File: src/rtl/branchPkg.sv
package branchPkg;

  typedef enum logic [1:0] {
    POL_STALL = 2'd0,
    POL_PNT   = 2'd1,
    POL_SLOT  = 2'd2
  } branchPolicyE;

  typedef struct packed {
    logic redirect;  // next PC comes from the target adder
    logic squash;    // clear the wrong-path fetch
    logic stallBr;   // stall-policy bubble for this branch
    logic markSlot;  // next decode entry is a delay slot
    logic slotErr;   // branch found inside a delay slot
  } brStrobeT;

endpackage

File: src/rtl/branchCtl.sv
module branchCtl
  import branchPkg::*;
#(
  parameter branchPolicyE POLICY = POL_PNT
) (
  input  logic     idValid,
  input  logic     idIsBranch,
  input  logic     idInSlot,
  input  logic     opsEqual,
  output brStrobeT strb
);

  logic brLive;
  logic brLegal;
  logic brTaken;

  assign brLive  = idValid & idIsBranch;
  assign brLegal = brLive & ~idInSlot;
  assign brTaken = brLegal & opsEqual;

  generate
    if (POLICY == POL_STALL) begin : g_stall
      always_comb begin
        strb          = '0;
        strb.redirect = brTaken;
        strb.stallBr  = brLegal;
      end
    end else if (POLICY == POL_PNT) begin : g_pnt
      always_comb begin
        strb          = '0;
        strb.redirect = brTaken;
        strb.squash   = brTaken;
      end
    end else begin : g_slot
      always_comb begin
        strb          = '0;
        strb.redirect = brTaken;
        strb.markSlot = brLegal;
        strb.slotErr  = brLive & idInSlot;
      end
    end
  endgenerate

endmodule

File: src/rtl/branchDatapath.sv
module branchDatapath
  import branchPkg::*;
#(
  parameter int ADDR_W  = 32,
  parameter int INSTR_W = 32,
  parameter int DATA_W  = 32,
  parameter int DISP_W  = 16,
  parameter int PC_STEP = 4
) (
  input  logic               clk,
  input  logic               rstN,
  input  brStrobeT           strb,
  input  logic [INSTR_W-1:0] fetchInstr,
  input  logic [DISP_W-1:0]  idDisp,
  input  logic [DATA_W-1:0]  idOpA,
  input  logic [DATA_W-1:0]  idOpB,
  output logic [ADDR_W-1:0]  fetchPc,
  output logic               idValid,
  output logic [ADDR_W-1:0]  idPc,
  output logic [INSTR_W-1:0] idInstr,
  output logic               idInSlot,
  output logic               opsEqual,
  output logic [ADDR_W-1:0]  branchTarget
);

  localparam logic [ADDR_W-1:0] STEP   = ADDR_W'(PC_STEP);
  localparam int                EXT_W  = ADDR_W - DISP_W;

  logic [ADDR_W-1:0] pcReg;
  logic [ADDR_W-1:0] pcNext;
  logic [ADDR_W-1:0] dispExt;
  logic [ADDR_W-1:0] idPcReg;
  logic [INSTR_W-1:0] idInstrReg;
  logic              idValidReg;
  logic              idSlotReg;
  logic              bubble;
  logic              holdPc;

  // comparator and target adder, both in decode
  assign opsEqual     = (idOpA == idOpB);
  assign dispExt      = {{EXT_W{idDisp[DISP_W-1]}}, idDisp};
  assign branchTarget = idPcReg + STEP + dispExt;

  assign bubble = strb.squash | strb.stallBr;
  assign holdPc = strb.stallBr & ~strb.redirect;

  always_comb begin
    if (strb.redirect)  pcNext = branchTarget;
    else if (holdPc)    pcNext = pcReg;
    else                pcNext = pcReg + STEP;
  end

  always_ff @(posedge clk or negedge rstN) begin
    if (!rstN) begin
      pcReg      <= '0;
      idValidReg <= 1'b0;
      idPcReg    <= '0;
      idInstrReg <= '0;
      idSlotReg  <= 1'b0;
    end else begin
      pcReg      <= pcNext;
      idValidReg <= ~bubble;
      idPcReg    <= pcReg;
      idInstrReg <= bubble ? '0 : fetchInstr;
      idSlotReg  <= strb.markSlot;
    end
  end

  assign fetchPc  = pcReg;
  assign idValid  = idValidReg;
  assign idPc     = idPcReg;
  assign idInstr  = idInstrReg;
  assign idInSlot = idSlotReg;

endmodule

File: src/rtl/branchFlushCtl.sv
module branchFlushCtl
  import branchPkg::*;
#(
  parameter int           ADDR_W  = 32,
  parameter int           INSTR_W = 32,
  parameter int           DATA_W  = 32,
  parameter int           DISP_W  = 16,
  parameter int           PC_STEP = 4,
  parameter branchPolicyE POLICY  = POL_PNT
) (
  input  logic               clk,
  input  logic               rstN,
  input  logic [INSTR_W-1:0] fetchInstr,
  input  logic               idIsBranch,
  input  logic [DISP_W-1:0]  idDisp,
  input  logic [DATA_W-1:0]  idOpA,
  input  logic [DATA_W-1:0]  idOpB,
  output logic [ADDR_W-1:0]  fetchPc,
  output logic               idValid,
  output logic [ADDR_W-1:0]  idPc,
  output logic [INSTR_W-1:0] idInstr,
  output logic [ADDR_W-1:0]  branchTarget,
  output logic               redirect,
  output logic               stall,
  output logic               flush,
  output logic               slotError
);

  brStrobeT strb;
  logic     idInSlot;
  logic     opsEqual;

  branchCtl #(.POLICY(POLICY)) uCtl (
    .idValid    (idValid),
    .idIsBranch (idIsBranch),
    .idInSlot   (idInSlot),
    .opsEqual   (opsEqual),
    .strb       (strb)
  );

  branchDatapath #(
    .ADDR_W  (ADDR_W),
    .INSTR_W (INSTR_W),
    .DATA_W  (DATA_W),
    .DISP_W  (DISP_W),
    .PC_STEP (PC_STEP)
  ) uDp (
    .clk          (clk),
    .rstN         (rstN),
    .strb         (strb),
    .fetchInstr   (fetchInstr),
    .idDisp       (idDisp),
    .idOpA        (idOpA),
    .idOpB        (idOpB),
    .fetchPc      (fetchPc),
    .idValid      (idValid),
    .idPc         (idPc),
    .idInstr      (idInstr),
    .idInSlot     (idInSlot),
    .opsEqual     (opsEqual),
    .branchTarget (branchTarget)
  );

  assign redirect  = strb.redirect;
  assign stall     = strb.stallBr;
  assign flush     = strb.squash;
  assign slotError = strb.slotErr;

endmodule

File: config.mk
export PLATFORM = sky130hd
export DESIGN_NAME = branchFlushCtl
export DESIGN_NICKNAME = d
export VERILOG_FILES = /design/src/rtl/branchPkg.sv /design/src/rtl/branchCtl.sv /design/src/rtl/branchDatapath.sv /design/src/rtl/branchFlushCtl.sv
export SDC_FILE = /design/constraint.sdc
export NUM_CORES = 1
export LEC_CHECK = 0
export ABC_AREA = 1
export BUFFER_PORTS_ARGS = -buffer_cell sky130_fd_sc_hd__buf_2
export CORE_MARGIN = 4
export CORE_UTILIZATION = 52
export CTS_CLUSTER_SIZE = 30
export DETAILED_ROUTE_END_ITERATION = 7
export GPL_TIMING_DRIVEN = 1
export PLACE_DENSITY = 0.82
export SLEW_MARGIN = 20
export SYNTH_ARGS = -nofsm -noshare
export SYNTH_HDL_FRONTEND = slang
export SYNTH_SLANG_ARGS = --single-unit
File: constraint.sdc
create_clock -name clk -period 2.7 [get_ports clk]
set_clock_uncertainty 0.05 [all_clocks]
set_input_delay 0 -clock clk [delete_from_list [all_inputs] [get_ports clk]]
set_output_delay 0 -clock clk [all_outputs]
set_load 0.03 [all_outputs]
==> results of run 1 <==
[critical path: stages (launching register included)]
cell and delay [ns]:
sky130_fd_sc_hd__dfrtp_1 0.41, sky130_fd_sc_hd__ha_1 0.34, sky130_fd_sc_hd__ha_4 0.32, sky130_fd_sc_hd__nand2_2 0.08
sky130_fd_sc_hd__nor2_2 0.17, sky130_fd_sc_hd__inv_1 0.10, sky130_fd_sc_hd__nor3_2 0.21, sky130_fd_sc_hd__and2_1 0.16
sky130_fd_sc_hd__nand2_1 0.09, sky130_fd_sc_hd__nand2_1 0.07, sky130_fd_sc_hd__nand2_1 0.05, sky130_fd_sc_hd__and2_1 0.15
sky130_fd_sc_hd__buf_4 0.17
[synthesized netlist by cell type (all sizes together), types with 3 or more instances]
library cell / number / share of area
nand2: 413 / 0.20
inv: 220 / 0.11
nor2: 131 / 0.066
dfrtp: 97 / 0.32
ha: 62 / 0.10
nand3: 53 / 0.035
xor2: 34 / 0.039
xnor2: 25 / 0.029
nand4: 22 / 0.018
and2: 21 / 0.017
a21oi: 19 / 0.013
nor3: 15 / 0.0099
o21ai: 13 / 0.0086
buf: 12 / 0.013
nand3b: 7 / 0.0069
o21bai: 3 / 0.0030
[area by class of cell]
| type | instances | area [sq um] | share of cell area |
|---|---|---|---|
| Tap cell | 180 | 225.2 | 0.02167 |
| Timing Repair Buffer | 291 | 1728 | 0.1662 |
| Clock inverter | 7 | 96.34 | 0.009268 |
| Sequential cell | 97 | 2427 | 0.2335 |
| Clock buffer | 9 | 225.2 | 0.02167 |
| Multi-Input combinational cell | 826 | 4867 | 0.4682 |
| Inverter | 220 | 825.8 | 0.07944 |
[kinds of logic after synthesis]
kind of cell / Yosys count / share of synthesized area
simple gates: 665 / 0.3600
compound gates: 37 / 0.02602
buf+inv: 232 / 0.1214
fa+ha+maj: 63 / 0.1047
xor+xnor: 59 / 0.06801
other cells: 1 / 0.0004935
flops: 97 / 0.3194
[registers in the layout, indices dropped and copies added, names as in the netlist]
register     flops
uDp.fetchPc     32
uDp.idInstr     32
uDp.idPc        32
uDp.idValid      1
[layer usage]
layer | share of wire | routed length [um] | global-route usage | up-vias
met5 | 0.00025 | 7 | 0 | -
met4 | 0.042 | 1163 | 0.1155 | 2
met3 | 0.097 | 2701 | 0.06351 | 96
met2 | 0.47 | 13240 | 0.5357 | 501
met1 | 0.39 | 10780 | 0.4039 | 3874
li1 | - | - | - | 4060
[final timing paths]
| path | endpoint | slack (ns) | depth (start not counted) |
|---|---|---|---|
| min | uDp.fetchPc[1]$_DFFE_PN0P_ | 0.09 | 5 |
| min reg2reg | uDp.idPc[0]$_DFF_PN0_ | 0.35 | 0 |
| min in group asynchronous | uDp.idPc[25]$_DFF_PN0_ | 0.23 | 2 |
| max in group asynchronous | uDp.idPc[1]$_DFF_PN0_ | 1.66 | 3 |
| max | branchTarget[30] | -0.04 | 12 |
| max reg2reg | uDp.fetchPc[29]$_DFF_PN0_ | 0.31 | 12 |
[per-stage QoR]
stage | hold WS [ns] | setup TNS (ns) | util | power, mW | area [sq um]
global route | 0.08918 | -0.3646 | 0.7374 | 3.976 | 10400
global placement | 0.07815 | 0 | 0.6411 | 2.259 | 9037
detailed placement | 0.09417 | 0 | 0.6411 | 2.269 | 9037
floorplan | -0.3456 | 0 | - | 1.971 | 7602
finish | 0.09463 | -0.04490 | 0.7374 | 3.814 | 10400
CTS | 0.09456 | 0 | 0.6974 | 3.735 | 9831
[cell usage in the layout (no fill, tap or decap), types with 3 or more instances in the layout]
| cell | netlist | layout |
|---|---|---|
| sky130_fd_sc_hd__a21oi_1 | 19 | 7 |
| sky130_fd_sc_hd__a21oi_2 | 0 | 12 |
| sky130_fd_sc_hd__and2_1 | 21 | 18 |
| sky130_fd_sc_hd__and2_4 | 0 | 3 |
| sky130_fd_sc_hd__buf_2 | 2 | 231 |
| sky130_fd_sc_hd__buf_4 | 7 | 20 |
| sky130_fd_sc_hd__buf_6 | 3 | 3 |
| sky130_fd_sc_hd__clkbuf_16 | 0 | 9 |
| sky130_fd_sc_hd__dfrtp_1 | 97 | 97 |
| sky130_fd_sc_hd__dlygate4sd3_1 | 0 | 34 |
| sky130_fd_sc_hd__ha_1 | 62 | 29 |
| sky130_fd_sc_hd__ha_4 | 0 | 31 |
| sky130_fd_sc_hd__inv_1 | 218 | 218 |
| sky130_fd_sc_hd__inv_8 | 0 | 3 |
| sky130_fd_sc_hd__nand2_1 | 413 | 392 |
| sky130_fd_sc_hd__nand2_2 | 0 | 21 |
| sky130_fd_sc_hd__nand3_1 | 53 | 48 |
| sky130_fd_sc_hd__nand3_2 | 0 | 5 |
| sky130_fd_sc_hd__nand3b_1 | 7 | 7 |
| sky130_fd_sc_hd__nand4_1 | 22 | 22 |
| sky130_fd_sc_hd__nor2_1 | 128 | 118 |
| sky130_fd_sc_hd__nor2_2 | 2 | 11 |
| sky130_fd_sc_hd__nor3_1 | 15 | 9 |
| sky130_fd_sc_hd__nor3_2 | 0 | 5 |
| sky130_fd_sc_hd__o21ai_0 | 8 | 8 |
| sky130_fd_sc_hd__o21ai_1 | 5 | 5 |
| sky130_fd_sc_hd__o21bai_1 | 3 | 3 |
| sky130_fd_sc_hd__xnor2_1 | 25 | 25 |
| sky130_fd_sc_hd__xor2_1 | 34 | 31 |
| sky130_fd_sc_hd__xor2_2 | 0 | 3 |
[power by group]
| part | total [mW] | internal [mW] | switching (mW) |
|---|---|---|---|
| sequential | 1.48 | 1.48 | 0.00695 |
| combinational | 0.912 | 0.343 | 0.569 |
| clock | 1.42 | 0.749 | 0.671 |
[repair_timing]
action / CTS / global route
pin swaps: 2 / 10
buffers inserted: 1 / 4
endpoints found under the setup margin: 18 / 23
gates resized for setup: 29 / 99
endpoints found under the hold margin: 94 / 0
hold buffers: 34 / 0
==> flow_summary.rst, run 1 <==
.. list-table::
   :header-rows: 1

   * - Metric
     - Value
   * - Status
     - finished, violations left
   * - Violated checks
     - design-rule violations, negative setup slack
   * - Synthesis-to-layout area growth
     - 36.80%
   * - Minimum clock period
     - roughly 2.7 ns
   * - Ant. Diodes
     - 0
   * - Capturing element type of the critical path
     - output pin
   * - Count of placed standard cells in the final layout, fillers left out
     - 1630
   * - DIE HEIGHT
     - 128.9 um
   * - Final-report hold violation count
     - 0
   * - Avg Inst Size Synth
     - around 6.6 sq um
   * - Core Box Area
     - 0.01410 sq mm
   * - Clock tree from TritonCTS
     - built
   * - Number of synthesis warnings
     - 0
   * - Root Driver
     - sky130_fd_sc_hd__clkbuf_16
   * - Per-cell via count in the routed design
     - roughly 5.2
   * - Overall track demand over capacity in global routing
     - 0.3174
   * - Average detailed-routed wire length per instance
     - 17.11 um
   * - RSZ-0062 raised after global routing
     - true
   * - Row count
     - 43
   * - Largest net degree at the start of global routing
     - 63
   * - Antenna Nets Post-Route
     - 0
   * - Pre-CTS WS
     - 0.2663 ns
   * - Leakage power figure
     - 6.016 nW
   * - Boundary pin count
     - 248
   * - Estimated wirelength of the detail-placed design
     - around 21000 um
   * - Worst slew margin relative to its limit
     - 0.4693
   * - Final-layout fill cell count
     - roughly 1100
   * - Post-route clock period utilization
     - 1.017
   * - Leading register cell type out of synthesis
     - sky130_fd_sc_hd__dfrtp_1
   * - Number of antenna violations at the first check in global routing
     - 1
   * - TritonCTS Buffers
     - 9
   * - Endpoint required time on the critical path
     - 2.65 ns
   * - Classification of the worst-slack hold path
     - input pin to flop
   * - Initial core utilization
     - 0.5391
   * - Number of buffers on the longest clock path
     - 2
   * - Maxcap violations
     - 0
   * - TritonRoute pass-1 iters
     - 8
   * - Highest ir drop seen on vdd
     - between 300 and 400 uV
   * - Slew @ Worst Pin
     - roughly 0.8 ns
   * - Number of levels the H-tree was split into
     - 3
   * - Full die area
     - approximately 0.017 sq mm
   * - Port buffer count
     - 245
   * - Number of global-route vias before repair
     - 8187
   * - Count of endpoints failing setup in the final report
     - 1
   * - Clock sink count
     - 97
   * - Synthesized netlist cell count
     - 1154
   * - Latest clock arrival within the worst-skew pair
     - approximately 0.36 ns
   * - Setup CP Type
     - flop to output pin
   * - Remaining global-route overflow
     - 0
   * - Clock-pin transition on the worst setup and hold timing paths
     - 0.08 ns
   * - Mapped cell area
     - about 0.0076 sq mm
   * - Max frequency
     - 364.3 MHz
   * - Number of enable-type register cells in the synthesized netlist
     - 0
   * - Post-synthesis sequential area ratio
     - 0.3194
   * - DRC violation count after routing
     - 1
   * - Number of placed instances with taps included
     - approximately 1600
   * - Proportion of register bits with asynchronous set or reset after synthesis
     - 1.000
   * - Initial DRC count
     - 804
   * - Worst path arrival time
     - 2.69 ns
   * - #FFs+latches synth
     - between 90 and 100
   * - Total power per unit cell area
     - 366.9 mW/mm^2
   * - Fin nets
     - 1623
   * - Final estimated routing congestion in global placement
     - between 1 and 1.5
   * - Kind of launch point of the worst setup path
     - flop
   * - HP Start
     - idDisp[1]
   * - Chip width
     - approximately 130 um
   * - First-pass GRT wire length
     - 41370 um
   * - Post-synthesis cell type count
     - 29
   * - Final Routed Wirelength
     - between 20000 and 30000 um
   * - Top fanout value on the critical path
     - 5
   * - Final Max Slew Viols
     - 0
   * - Setup slack after layout
     - -0.04490 ns
   * - Vias post-DR
     - between 8000 and 9000
   * - Launch point of the critical path
     - uDp.idPc[23]$_DFF_PN0_
   * - Fraction of final layout cells with drive strength greater than 1
     - 0.2572
   * - R2r startpoint
     - uDp.idPc[28]$_DFF_PN0_
Note: power is estimated with default switching activity, not from simulation.
==> run 2, diff against run 1 <==
--- a/config.mk
+++ b/config.mk
@@ -13,6 +13,7 @@
 export DETAILED_ROUTE_END_ITERATION = 7
 export GPL_TIMING_DRIVEN = 1
 export PLACE_DENSITY = 0.82
+export SETUP_SLACK_MARGIN = 0.2
 export SLEW_MARGIN = 20
 export SYNTH_ARGS = -nofsm -noshare
 export SYNTH_HDL_FRONTEND = slang
==> flow_summary.rst, run 2 (synthesis gave the netlist of run 1 again) <==
.. list-table::
   :header-rows: 1

   * - Metric
     - Value
   * - Clock tree from TritonCTS
     - built (unchanged)
   * - Count of endpoints failing setup in the final report
     - 1 (unchanged)
   * - Initial DRC count
     - 911 (was 804)
   * - Worst path arrival time
     - 2.69 ns (about the same)
   * - DRC violation count after routing
     - 0 (was 1)
   * - Largest net degree at the start of global routing
     - 46 (was 63)
   * - RSZ-0062 raised after global routing
     - true (unchanged)
   * - Final Util
     - 0.7985 (was 0.7374)
   * - Slew @ Worst Pin
     - 0.8036 ns (was 0.7961 ns)
   * - Worst path cell trace
     - ha_4 -> ha_4 -> a21oi_2 -> inv_1 -> a21oi_1 -> nand2_1 -> a21oi_2 -> nand2_2 -> nand2_2 -> and2_4 -> buf_6 (was ha_1 -> ha_4 -> nand2_2 -> nor2_2 -> inv_1 -> nor3_2 -> and2_1 -> nand2_1 -> nand2_1 -> nand2_1 -> and2_1 -> buf_4)
   * - Minimum clock period
     - 2.737 ns (was 2.745 ns)
   * - Clock-pin transition on the worst setup and hold timing paths
     - 0.07 ns (was 0.08 ns)
   * - Capturing element type of the critical path
     - output pin (unchanged)
   * - Overall track demand over capacity in global routing
     - 0.3254 (was 0.3174)
   * - DIE HEIGHT
     - 128.9 um (unchanged)
   * - Highest ir drop seen on vdd
     - 427.7 uV (was 343.1 uV)
   * - Kind of launch point of the worst setup path
     - flop (unchanged)
   * - Leakage power figure
     - 6.292 nW (was 6.016 nW)
   * - Commonest non-fill, non-tap cells in the layout
     - sky130_fd_sc_hd__nand2_1 (352), sky130_fd_sc_hd__buf_2 (224), sky130_fd_sc_hd__inv_1 (212) (was sky130_fd_sc_hd__nand2_1 (392), sky130_fd_sc_hd__buf_2 (231), sky130_fd_sc_hd__inv_1 (218))
   * - Status
     - finished, violations left (unchanged)
   * - Vias post-DR
     - 9081 (was 8533)
   * - Classification of the worst-slack hold path
     - input pin to flop (unchanged)
   * - Per-cell via count in the routed design
     - 5.490 (was 5.235)
   * - Fraction of final layout cells with drive strength greater than 1
     - 0.3354 (was 0.2572)
   * - TritonRoute pass-1 iters
     - 8 (unchanged)
   * - Initial core utilization
     - 0.5391 (unchanged)
   * - First-pass GRT wire length
     - 42230 um (was 41370 um)
   * - Count of placed standard cells in the final layout, fillers left out
     - 1654 (was 1630)
   * - Final-layout fill cell count
     - 911 (was 1107)
   * - Chip width
     - 128.9 um (unchanged)
   * - Number of global-route vias before repair
     - 8520 (was 8187)
   * - Endpoint required time on the critical path
     - 2.65 ns (about the same)
   * - Maxcap violations
     - 0 (unchanged)
   * - Setup CP Type
     - flop to output pin (unchanged)
   * - Highest cell delay on the worst timing path
     - 0.45 ns (was 0.41 ns)
   * - Estimated wirelength of the detail-placed design
     - 20500 um (was 20530 um)
   * - Port buffer count
     - 245 (unchanged)
   * - Max frequency
     - 365.4 MHz (was 364.3 MHz)
   * - Core Box Area
     - 0.01410 sq mm (unchanged)
   * - Pre-CTS WS
     - 0.2407 ns (was 0.2663 ns)
   * - Final Routed Wirelength
     - 30670 um (was 27890 um)
   * - Antenna Nets Post-Route
     - 0 (unchanged)
   * - Final-report hold violation count
     - 0 (unchanged)
   * - TritonCTS Buffers
     - 9 (unchanged)
   * - Number of antenna violations at the first check in global routing
     - 0 (was 1)
   * - Number of placed instances with taps included
     - 1576 (was 1575)
   * - Latest clock arrival within the worst-skew pair
     - 0.36 ns (about the same)
   * - Root Driver
     - sky130_fd_sc_hd__clkbuf_16 (unchanged)
   * - Fin nets
     - 1646 (was 1623)
   * - Number of levels the H-tree was split into
     - 3 (unchanged)
   * - Average detailed-routed wire length per instance
     - 18.54 um (was 17.11 um)
   * - Synthesis-to-layout area growth
     - 48.13% (was 36.80%)
   * - Clock sink count
     - 97 (unchanged)
   * - Boundary pin count
     - 248 (unchanged)
   * - Violated checks
     - negative setup slack (was design-rule violations, negative setup slack)
   * - Final estimated routing congestion in global placement
     - 0.9631 (was 1.023)
   * - Top fanout value on the critical path
     - 5 (unchanged)
   * - Total power per unit cell area
     - 348.4 mW/mm^2 (was 366.9 mW/mm^2)
   * - Most common cell after layout, fill and taps aside
     - sky130_fd_sc_hd__nand2_1 (unchanged)
   * - Remaining global-route overflow
     - 0 (unchanged)
   * - Number of buffers on the longest clock path
     - 2 (unchanged)
   * - Max stage delay cell, worst path
     - sky130_fd_sc_hd__dfrtp_1 (unchanged)
   * - Row count
     - 43 (unchanged)
   * - Total power after layout
     - 3.922 mW (was 3.814 mW)
   * - Post-route clock period utilization
     - 1.014 (was 1.017)
   * - Full die area
     - 0.01661 sq mm (unchanged)
   * - Final Max Slew Viols
     - 0 (unchanged)
   * - Worst slew margin relative to its limit
     - 0.4643 (was 0.4693)
   * - Setup slack after layout
     - -0.03688 ns (was -0.04490 ns)
-- run 2: changes by cell type in the layout (fill, tap and decap cells not counted), sizes merged --
| cell | before | now |
|---|---|---|
| diode | 0 | 1 |
| clkbuf | 10 | 13 |
| clkinv | 2 | 0 |
| inv | 223 | 224 |
| clkinvlp | 1 | 0 |
| buf | 256 | 278 |
-- run 2: path summary, 6_finish.rpt --
check / start / to / slack, ns / depth (start not counted)
setup / recovery: uDp.idPc[26]$_DFF_PN0_ / branchTarget[29] / -0.04 / 11
hold / removal: idDisp[1] / uDp.fetchPc[1]$_DFFE_PN0P_ / 0.12 / 5
setup reg to reg: uDp.idPc[26]$_DFF_PN0_ / uDp.fetchPc[29]$_DFF_PN0_ / 0.23 / 12
hold reg to reg: uDp.fetchPc[0]$_DFFE_PN0P_ / uDp.idPc[0]$_DFF_PN0_ / 0.35 / 0
max in group asynchronous: rstN / uDp.idInstr[0]$_DFF_PN0_ / 1.65 / 3
min in group asynchronous: rstN / uDp.idPc[22]$_DFF_PN0_ / 0.15 / 2
-- run 2: area by class of cell --
cell class	count	area, sq um	share of cell area
Antenna cell	1	2.502	0.0002223
Clock buffer	11	242.7	0.02157
Clock inverter	5	67.56	0.006003
Inverter	220	825.8	0.07337
Multi-Input combinational cell	826	5529	0.4912
Sequential cell	97	2429	0.2158
Tap cell	180	225.2	0.02001
Timing Repair Buffer	314	1934	0.1719
-- run 2: power breakdown --
group	total (mW)	leakage, nW	internal (mW)	switching (mW)
Sequential	1.48	1.21	1.48	0.00668
Clock	1.38	0.153	0.762	0.622
Combinational	1.05	4.93	0.417	0.637
Total	3.92	6.29	2.66	1.27
-- run 2: repair_timing --
item                                    4_1_cts  5_1_grt
endpoints found under the setup margin       24       24
hold endpoints to repair                     75        0
setup buffers                                14       13
gates resized for setup                     131      133
hold buffers                                 34        0
pin swaps                                    29       45
-- run 2: routing by layer --
| layer | GRT usage | vias up | share of wire |
|---|---|---|---|
| met4 | 0.1340 | 0 | 0.059 |
| met1 | 0.4022 | 4175 | 0.36 |
| met2 | 0.5546 | 624 | 0.48 |
| li1 | - | 4102 | - |
| met3 | 0.06642 | 180 | 0.10 |
| met5 | 0 | - | 0 |
-- run 2: metrics by stage --
step	setup TNS, ns	area [sq um]	hold WS [ns]
3_5_place_dp	0	9072	-0.01111
2_1_floorplan	0	7655	-0.3456
4_1_cts	0	10610	0.06699
5_1_grt	-0.003513	11250	0.1106
3_3_place_gp	0	9072	-0.01529
6_report	-0.03688	11260	0.1175
-- run 2: critical path, delay by kind of cell (launching register included) --
family / cells / cell delay [ns]
buffers and inverters: 2 / 0.21
flip-flops: 1 / 0.45
AO/OA/AOI/OAI: 3 / 0.65
AND/OR/NAND/NOR: 4 / 0.48
adder cells (fa/ha/maj): 2 / 0.54
